===== config.mk =====
export PLATFORM = sky130hd
export DESIGN_NAME = modspace_decoder
export DESIGN_NICKNAME = d
export VERILOG_FILES = /design/src/rtl/md_pkg.sv /design/src/rtl/md_cfg_flags.sv /design/src/rtl/md_addr_map.sv /design/src/rtl/md_seq.sv /design/src/rtl/modspace_decoder.sv
export SDC_FILE = /design/constraint.sdc
export NUM_CORES = 1
export LEC_CHECK = 0
export ABC_AREA = 1
export CORE_ASPECT_RATIO = 1.2
export CORE_UTILIZATION = 47
export CTS_BUF_LIST = sky130_fd_sc_hd__clkbuf_8 sky130_fd_sc_hd__clkbuf_16
export DETAILED_ROUTE_END_ITERATION = 12
export GPL_TIMING_DRIVEN = 0
export PLACE_DENSITY_LB_ADDON = 0.12
export SYNTH_ARGS = -nofsm -noshare
export SYNTH_HDL_FRONTEND = slang
export SYNTH_SLANG_ARGS = --single-unit

===== constraint.sdc =====
create_clock -name clk -period 2.86 [get_ports clk]
set_clock_uncertainty 0.2 [all_clocks]
set_input_delay 0.429 -clock clk [delete_from_list [all_inputs] [get_ports clk]]
set_output_delay 0.429 -clock clk [all_outputs]
set_load 0.005 [all_outputs]

===== src/rtl/md_pkg.sv =====
package md_pkg;
  localparam int ADDR_W   = 25;
  localparam int DATA_W   = 16;
  localparam int NSLOT    = 4;
  localparam int SLOT_W   = $clog2(NSLOT);
  localparam int LINES    = 2;
  localparam int NIRQ     = NSLOT * LINES;
  localparam int OFF_W    = 23;
  localparam int CFG_AW   = 7;
  localparam int NFLAG    = 3;
  localparam int FLAG_BASE = 'h2B;
  localparam int FLAG_STEP = 4;

  typedef enum logic [1:0] {WIN_CFG = 2'd0, WIN_REG = 2'd1, WIN_M16 = 2'd2, WIN_M8 = 2'd3} win_e;
  typedef enum logic [2:0] {SP_IO = 3'd0, SP_ID = 3'd1, SP_INT = 3'd2, SP_M16 = 3'd3, SP_M8 = 3'd4} space_e;

  function automatic logic [DATA_W-1:0] lane_swap(input logic [DATA_W-1:0] d);
    return {d[7:0], d[15:8]};
  endfunction

  function automatic int flag_addr(input int idx);
    return FLAG_BASE + FLAG_STEP * idx;
  endfunction
endpackage


===== src/rtl/md_cfg_flags.sv =====
module md_cfg_flags
  import md_pkg::*;
(
  input  logic              clk,
  input  logic              rst_n,
  input  logic              wr,
  input  logic [CFG_AW-1:0] addr,
  input  logic              wbit,
  output logic [NFLAG-1:0]  flags,
  output logic              rd_bit
);
  logic [NFLAG-1:0] hit;

  for (genvar g = 0; g < NFLAG; g++) begin : g_flag
    assign hit[g] = (addr == CFG_AW'(flag_addr(g)));
    always_ff @(posedge clk or negedge rst_n) begin
      if (!rst_n)            flags[g] <= 1'b0;
      else if (wr && hit[g]) flags[g] <= wbit;
    end
  end

  assign rd_bit = |(hit & flags);

  AST_FLAG_HOLD: assert property (@(posedge clk) disable iff (!rst_n)
    !wr |=> $stable(flags));
endmodule


===== src/rtl/md_addr_map.sv =====
module md_addr_map
  import md_pkg::*;
(
  input  win_e              win,
  input  logic [ADDR_W-1:0] addr,
  input  logic              half,
  input  logic              be_reg,
  input  logic              be_m16,
  input  logic [NSLOT-1:0]  present,
  output logic [SLOT_W-1:0] slot,
  output space_e            space,
  output logic [OFF_W-1:0]  offset,
  output logic              swap,
  output logic              to_module
);
  logic [ADDR_W-1:0] a;
  logic be;
  logic legal;

  always_comb begin
    be    = 1'b0;
    legal = 1'b0;
    case (win)
      WIN_REG: begin be = be_reg; legal = 1'b1; end
      WIN_M16: begin be = be_m16; legal = 1'b1; end
      WIN_M8:  begin be = 1'b0;   legal = !half; end
      default: begin be = 1'b0;   legal = 1'b0; end
    endcase
    a = addr;
    if (be && !half) a[0] = ~a[0];
    swap   = be && half;
    slot   = '0;
    space  = SP_IO;
    offset = '0;
    case (win)
      WIN_REG: begin
        slot = a[9:8];
        case (a[7:6])
          2'd2:    begin space = SP_ID;  offset = OFF_W'(a[5:0]); end
          2'd3:    begin space = SP_INT; offset = OFF_W'(a[5:0]); end
          default: begin space = SP_IO;  offset = OFF_W'(a[6:0]); end
        endcase
      end
      WIN_M16: begin slot = a[24:23]; space = SP_M16; offset = a[22:0]; end
      WIN_M8:  begin slot = a[23:22]; space = SP_M8;  offset = OFF_W'(a[21:0]); end
      default: ;
    endcase
    to_module = legal && present[slot];
  end
endmodule


===== src/rtl/md_seq.sv =====
module md_seq
  import md_pkg::*;
(
  input  logic              clk,
  input  logic              rst_n,
  input  logic              host_req,
  input  logic              host_we,
  input  logic              host_half,
  input  logic [DATA_W-1:0] host_wdata,
  input  logic              to_module,
  input  logic              swap,
  input  logic [SLOT_W-1:0] dec_slot,
  input  space_e            dec_space,
  input  logic [OFF_W-1:0]  dec_offset,
  input  logic              local_bit,
  input  logic              mod_done,
  input  logic [DATA_W-1:0] mod_rdata,
  output logic              accept,
  output logic              busy,
  output logic              mod_req,
  output logic [SLOT_W-1:0] mod_slot,
  output logic [2:0]        mod_space,
  output logic [OFF_W-1:0]  mod_offset,
  output logic              mod_we,
  output logic              mod_half,
  output logic [DATA_W-1:0] mod_wdata,
  output logic              host_ack,
  output logic [DATA_W-1:0] host_rdata
);
  logic swap_q;

  assign accept = host_req && !busy;

  always_ff @(posedge clk or negedge rst_n) begin
    if (!rst_n) begin
      busy <= 1'b0; mod_req <= 1'b0; host_ack <= 1'b0; swap_q <= 1'b0;
      mod_slot <= '0; mod_space <= '0; mod_offset <= '0; mod_we <= 1'b0;
      mod_half <= 1'b0; mod_wdata <= '0; host_rdata <= '0;
    end else begin
      mod_req  <= 1'b0;
      host_ack <= 1'b0;
      if (accept) begin
        if (to_module) begin
          busy       <= 1'b1;
          mod_req    <= 1'b1;
          mod_slot   <= dec_slot;
          mod_space  <= dec_space;
          mod_offset <= dec_offset;
          mod_we     <= host_we;
          mod_half   <= host_half;
          mod_wdata  <= swap ? lane_swap(host_wdata) : host_wdata;
          swap_q     <= swap;
        end else begin
          host_ack   <= 1'b1;
          host_rdata <= DATA_W'(local_bit);
        end
      end else if (busy && mod_done) begin
        busy       <= 1'b0;
        host_ack   <= 1'b1;
        host_rdata <= mod_we ? '0 : (swap_q ? lane_swap(mod_rdata) : mod_rdata);
      end
    end
  end

  AST_REQ_PULSE: assert property (@(posedge clk) disable iff (!rst_n)
    mod_req |=> !mod_req);
  AST_ACK_AFTER_DONE: assert property (@(posedge clk) disable iff (!rst_n)
    (busy && mod_done) |=> host_ack);
  AST_REQ_NO_ACK: assert property (@(posedge clk) disable iff (!rst_n)
    mod_req |-> !host_ack);
endmodule


===== src/rtl/modspace_decoder.sv =====
module modspace_decoder
  import md_pkg::*;
(
  input  logic              clk,
  input  logic              rst_n,
  input  logic              host_req,
  input  logic [1:0]        host_win,
  input  logic              host_we,
  input  logic              host_size,
  input  logic [ADDR_W-1:0] host_addr,
  input  logic [DATA_W-1:0] host_wdata,
  output logic              host_ack,
  output logic [DATA_W-1:0] host_rdata,
  input  logic [NSLOT-1:0]  slot_present,
  input  logic [NIRQ-1:0]   irq_status,
  input  logic [NIRQ-1:0]   irq_edge,
  output logic [NIRQ-1:0]   int_ack,
  output logic              be_ctl,
  output logic              mod_req,
  output logic [SLOT_W-1:0] mod_slot,
  output logic [2:0]        mod_space,
  output logic [OFF_W-1:0]  mod_offset,
  output logic              mod_we,
  output logic              mod_half,
  output logic [DATA_W-1:0] mod_wdata,
  input  logic              mod_done,
  input  logic [DATA_W-1:0] mod_rdata
);
  localparam int IDX_W = $clog2(NIRQ);

  win_e               win;
  logic [NFLAG-1:0]   flags;
  logic               cfg_bit, cfg_wr, local_bit;
  logic [SLOT_W-1:0]  dec_slot;
  space_e             dec_space;
  logic [OFF_W-1:0]   dec_offset;
  logic               swap, to_module, accept, busy;
  logic [IDX_W-1:0]   ack_idx;
  logic               ack_fire;

  assign win       = win_e'(host_win);
  assign cfg_wr    = accept && win == WIN_CFG && host_we && !host_size;
  assign local_bit = win == WIN_CFG && !host_we && !host_size && cfg_bit;
  assign be_ctl    = flags[0];

  md_cfg_flags u_cfg (
    .clk(clk), .rst_n(rst_n), .wr(cfg_wr), .addr(host_addr[CFG_AW-1:0]),
    .wbit(host_wdata[0]), .flags(flags), .rd_bit(cfg_bit));

  md_addr_map u_map (
    .win(win), .addr(host_addr), .half(host_size), .be_reg(flags[1]),
    .be_m16(flags[2]), .present(slot_present), .slot(dec_slot),
    .space(dec_space), .offset(dec_offset), .swap(swap), .to_module(to_module));

  md_seq u_seq (
    .clk(clk), .rst_n(rst_n), .host_req(host_req), .host_we(host_we),
    .host_half(host_size), .host_wdata(host_wdata), .to_module(to_module),
    .swap(swap), .dec_slot(dec_slot), .dec_space(dec_space),
    .dec_offset(dec_offset), .local_bit(local_bit), .mod_done(mod_done),
    .mod_rdata(mod_rdata), .accept(accept), .busy(busy), .mod_req(mod_req),
    .mod_slot(mod_slot), .mod_space(mod_space), .mod_offset(mod_offset),
    .mod_we(mod_we), .mod_half(mod_half), .mod_wdata(mod_wdata),
    .host_ack(host_ack), .host_rdata(host_rdata));

  // Interrupt acknowledge on read of line offsets 0 / 2
  assign ack_idx  = {dec_slot, dec_offset[1]};
  assign ack_fire = accept && to_module && !host_we && win == WIN_REG &&
                    dec_space == SP_INT && dec_offset[5:0] inside {6'd0, 6'd2} &&
                    irq_status[ack_idx] && !irq_edge[ack_idx];

  always_ff @(posedge clk or negedge rst_n) begin
    if (!rst_n) int_ack <= '0;
    else begin
      int_ack <= '0;
      if (ack_fire) int_ack[ack_idx] <= 1'b1;
    end
  end

  AST_ACK_ONE_LINE: assert property (@(posedge clk) disable iff (!rst_n)
    $onehot0(int_ack));
  AST_ACK_WITH_READ: assert property (@(posedge clk) disable iff (!rst_n)
    (int_ack != '0) |-> (mod_req && !mod_we && mod_space == SP_INT));
  AST_ABSENT_NO_REQ: assert property (@(posedge clk) disable iff (!rst_n)
    mod_req |-> slot_present[mod_slot]);
  AST_M8_BYTE_ONLY: assert property (@(posedge clk) disable iff (!rst_n)
    (mod_req && mod_space == SP_M8) |-> !mod_half);
endmodule


==> run_results.csv <==
group,metric,value,unit
critical_path,r2r_start,"u_cfg.flags[1]",
synthesis,synth_nets,608,
floorplanning,io-pin-count,158,
synthesis,avgSynthCellArea,7.694,um2
timing,drv_slew,0,
hold_path,hold_end,"u_seq.mod_wdata[4]",
clock_network,cts_tree,"built",
power,p_per_area,608.2,nW/um2
finish,n_antenna_cell,0,
routing,via_count,4158,
critical_path,slowest_delay,0.30,ns
routing,drtPass1Iterations,5,
power,p_switching,1.004,mW
clock_network,numCtsBuffers,9,
finish,synthToLayoutAreaGrowth,51.75,%
critical_path,endpoint_kind,"flop",
clock_network,clkTransAtPathRegs,0.08,ns
synthesis,yosysUniqueCellTypes,28,
timing,relSlewSlack,0.5810,
critical_path,crit_top_cell,"nand2_1",
finish,most-common-layout-cells,"nand2_1 (214), clkdlybuf4s50_1 (154), dfrtp_1 (77)",
place,port_buffers,157,
critical_path,critPathLaunchType,"input port",
grt,grt_pass1_vias,3881,
timing,fin_ws,0.3566,ns
clock_network,cts_max_path_buffers,2,
critical_path,cp.arrival,2.52,ns
grt,track_usage,0.2679,
critical_path,rr_endpoint,"u_seq.mod_wdata[0]",
critical_path,rrSetupSlack,1.08,ns
timing,fmax,399.5,MHz
grt,grt_pass1_wl,18.13,mm
finish,nNetsFinal,780,
grt,antenna_found_initial,0,
routing,drt-initial-drc-count,168,
critical_path,criticalPathCategory,"input port to flop",
clock_network,cts.sinks,77,
timing,min_period,2.503,ns
routing,drt-total-wl,11.64,mm
place,dp_hpwl,8.782,mm
critical_path,worst_r2r_path_depth,6,
synthesis,synth-adder-area-share,0.01887,
synthesis,synthCells,517,
synthesis,netlist_area,3978,um2
hold_path,holdCritStartpoint,"u_seq.mod_wdata[4]",
clock_network,insertion_delay,0.35,ns
routing,wl_per_cell,14.41,um
critical_path,critPathRequiredTime,2.88,ns
finish,mostFrequentLayoutCell,"nand2_1",
power,p_int,2.667,mW
synthesis,yosysWarnings,0,
grt,grt-ovfl-total,0,
power,p_clk_frac,0.292,
floorplanning,die_area,8837,um2
floorplanning,fp.dieW,85.98,um
synthesis,yosys.area_share.xor_xnor,0,
power,sw_frac_of_total,0.2735,
timing,tightestPinTransition,0.6262,ns
floorplanning,core_area,8153,um2
hold_path,holdCritPathClass,"flop to flop",
hold_path,holdPathStages,2,
routing,drc,0,
floorplanning,die_y,102.8,um
timing,rsz0062_at_grt,"false",
finish,drive_gt1_frac,0.08646,
place,dp_slack,-0.4256,ns
grt,grt_start_max_net_pins,54,
clock_network,h-tree-depth,3,
synthesis,synthMuxAreaShare,0,
critical_path,critPathSlowestCell,"ha_1",
synthesis,ys_ff_latch,77,
timing,finalSetupViolations,0,
outcome,status,"complete, no violations",
routing,viasPerCell,5.146,
power,p_leak,2.905,nW
timing,hold_viol,0,
power,peakVddDrop,0.4058,mV
floorplanning,std_cell_rows,36,
floorplanning,initial_utilization,0.4879,
routing,ant_nets,0,
power,pwr-share-comb,0.308,
synthesis,ys_seq_area_frac,0.4844,
flow_run,maxCapViolCount,0,
synthesis,synth-compound-area-share,0.1029,
critical_path,critPathMaxFanout,10,
synthesis,synth-simple-area-share,0.3284,
clock_network,root_buffer,"clkbuf_8",
power,seqPwrFrac,0.399,
timing,finalCritPeriodShare,0.8753,
timing,hold_ws,0.2865,ns
place,globalplace.congestion,0.8786,
critical_path,worstPathCellList,"dlymetal6s2s_1 > inv_1 > ha_1 > nand2_1 > nand3_2 > nand2_4 > nand2_1 > nand2_1 > nand2_1 > nand3_2 > nand3_2 > buf_6 > buf_4 > nand2_1 > o21ai_1",
synthesis,synth_top_family_by_area,"simple AND/OR/NAND/NOR gates",
==> flip-flops by register name (all words and copies together) (netlist names), 2 cells and up <==
register          count
int_ack               8
u_cfg.flags           3
u_seq.host_rdata     16
u_seq.mod_offset     23
u_seq.mod_slot        2
u_seq.mod_space       3
u_seq.mod_wdata      16
==> cells by family (layout without fill, tap and decap cells) <==
kind of cell	after synthesis	after routing
and+or+nand+nor	300	300
buffers and inverters	54	231
DFF	77	77
AOI/OAI and AO/OA	80	80
adders and majority gates	6	6
==> Yosys cell counts <==
| master | n | area share |
|---|---|---|
| a21oi_1 | 9 | 0.011 |
| a31oi_1 | 3 | 0.0047 |
| buf_2 | 4 | 0.0050 |
| buf_4 | 6 | 0.011 |
| buf_6 | 4 | 0.011 |
| clkbuf_1 | 8 | 0.0075 |
| dfrtp_1 | 77 | 0.48 |
| ha_1 | 6 | 0.019 |
| inv_1 | 30 | 0.028 |
| inv_2 | 2 | 0.0019 |
| nand2_1 | 214 | 0.20 |
| nand2_2 | 4 | 0.0063 |
| nand2_4 | 2 | 0.0057 |
| nand3_1 | 35 | 0.044 |
| nand3_2 | 5 | 0.013 |
| nand3b_1 | 3 | 0.0057 |
| nand4_1 | 4 | 0.0063 |
| nor2_1 | 18 | 0.017 |
| nor2_2 | 8 | 0.013 |
| nor2_4 | 2 | 0.0057 |
| nor2_8 | 1 | 0.0050 |
| nor3_1 | 2 | 0.0025 |
| nor4_1 | 1 | 0.0016 |
| o21ai_0 | 35 | 0.044 |
| o21ai_1 | 30 | 0.038 |
| o22ai_1 | 2 | 0.0031 |
| o31ai_1 | 1 | 0.0019 |
| or2_1 | 1 | 0.0016 |
==> power by group through the flow <==
stage	logic, mW	clock network (mW)	registers (mW)
2_1_floorplan	0.367	0	1.49
3_3_place_gp	1.10	0	1.48
3_5_place_dp	1.12	0	1.48
4_1_cts	1.14	1.08	1.46
5_1_grt	1.25	1.13	1.50
6_report	1.13	1.07	1.47
==> area by class of cell <==
class	instances	area, um2
tap	114	142.6
clock buffer	9	123.9
sequential	77	1927
clock inverter	7	137.6
fill	639	2117
multi-input combinational	386	1805
buffer	22	148.9
timing repair buffer	161	1627
inverter	32	123.9
==> metrics by stage <==
| step | power (mW) | utilization | setup TNS (ns) | cell area [um2] | std cells |
|---|---|---|---|---|---|
| 2_1_floorplan | 1.860 | - | 0 | 3978 | 517 |
| 3_3_place_gp | 2.575 | 0.6981 | -136.78 | 5692 | 788 |
| 3_5_place_dp | 2.605 | 0.7012 | -26.65 | 5717 | 789 |
| 4_1_cts | 3.686 | 0.7354 | 0 | 5996 | 806 |
| 5_1_grt | 3.870 | 0.7403 | 0 | 6036 | 808 |
| 6_report | 3.671 | 0.7403 | 0 | 6036 | 808 |
==> worst max-delay path by stage <==
| stage | from | endpoint | slack (ns) | cells past startpoint |
|---|---|---|---|---|
| 2_1_floorplan | host_win[1] | u_seq.swap_q | 0.53 | 14 |
| 3_3_place_gp | rst_n | u_seq.mod_wdata[5] | -1.48 | 1 |
| 3_5_place_dp | host_win[1] | u_seq.swap_q | -0.43 | 16 |
| 4_1_cts | host_win[1] | u_seq.swap_q | 0.03 | 15 |
| 5_1_grt | host_win[0] | int_ack[3] | 0.23 | 15 |
| 6_report | host_win[0] | u_seq.swap_q | 0.36 | 15 |
==> timing repair <==
| action | in CTS | in global routing |
|---|---|---|
| endpoints found under the hold margin | 24 | 0 |
| endpoints found under the setup margin | 51 | 71 |
| resized for setup | 3 | 6 |
| setup buffers | 0 | 2 |
| hold buffers | 1 | 0 |
| gates cloned | 0 | 0 |
==> worst max-delay path, delay by kind of cell <==
family,cells,cell delay (ns)
adder cells (fa/ha/maj),1,0.30
AND/OR/NAND/NOR,9,0.91
AO/OA/AOI/OAI,1,0.08
buffers and inverters,4,0.79
==> layer usage <==
layer,GRT usage,part of all wire
met3,0.05685,0.070
met1,0.3046,0.39
met2,0.4744,0.51
met5,0,0
met4,0.1423,0.032
Power figures use the tool's default switching activity.
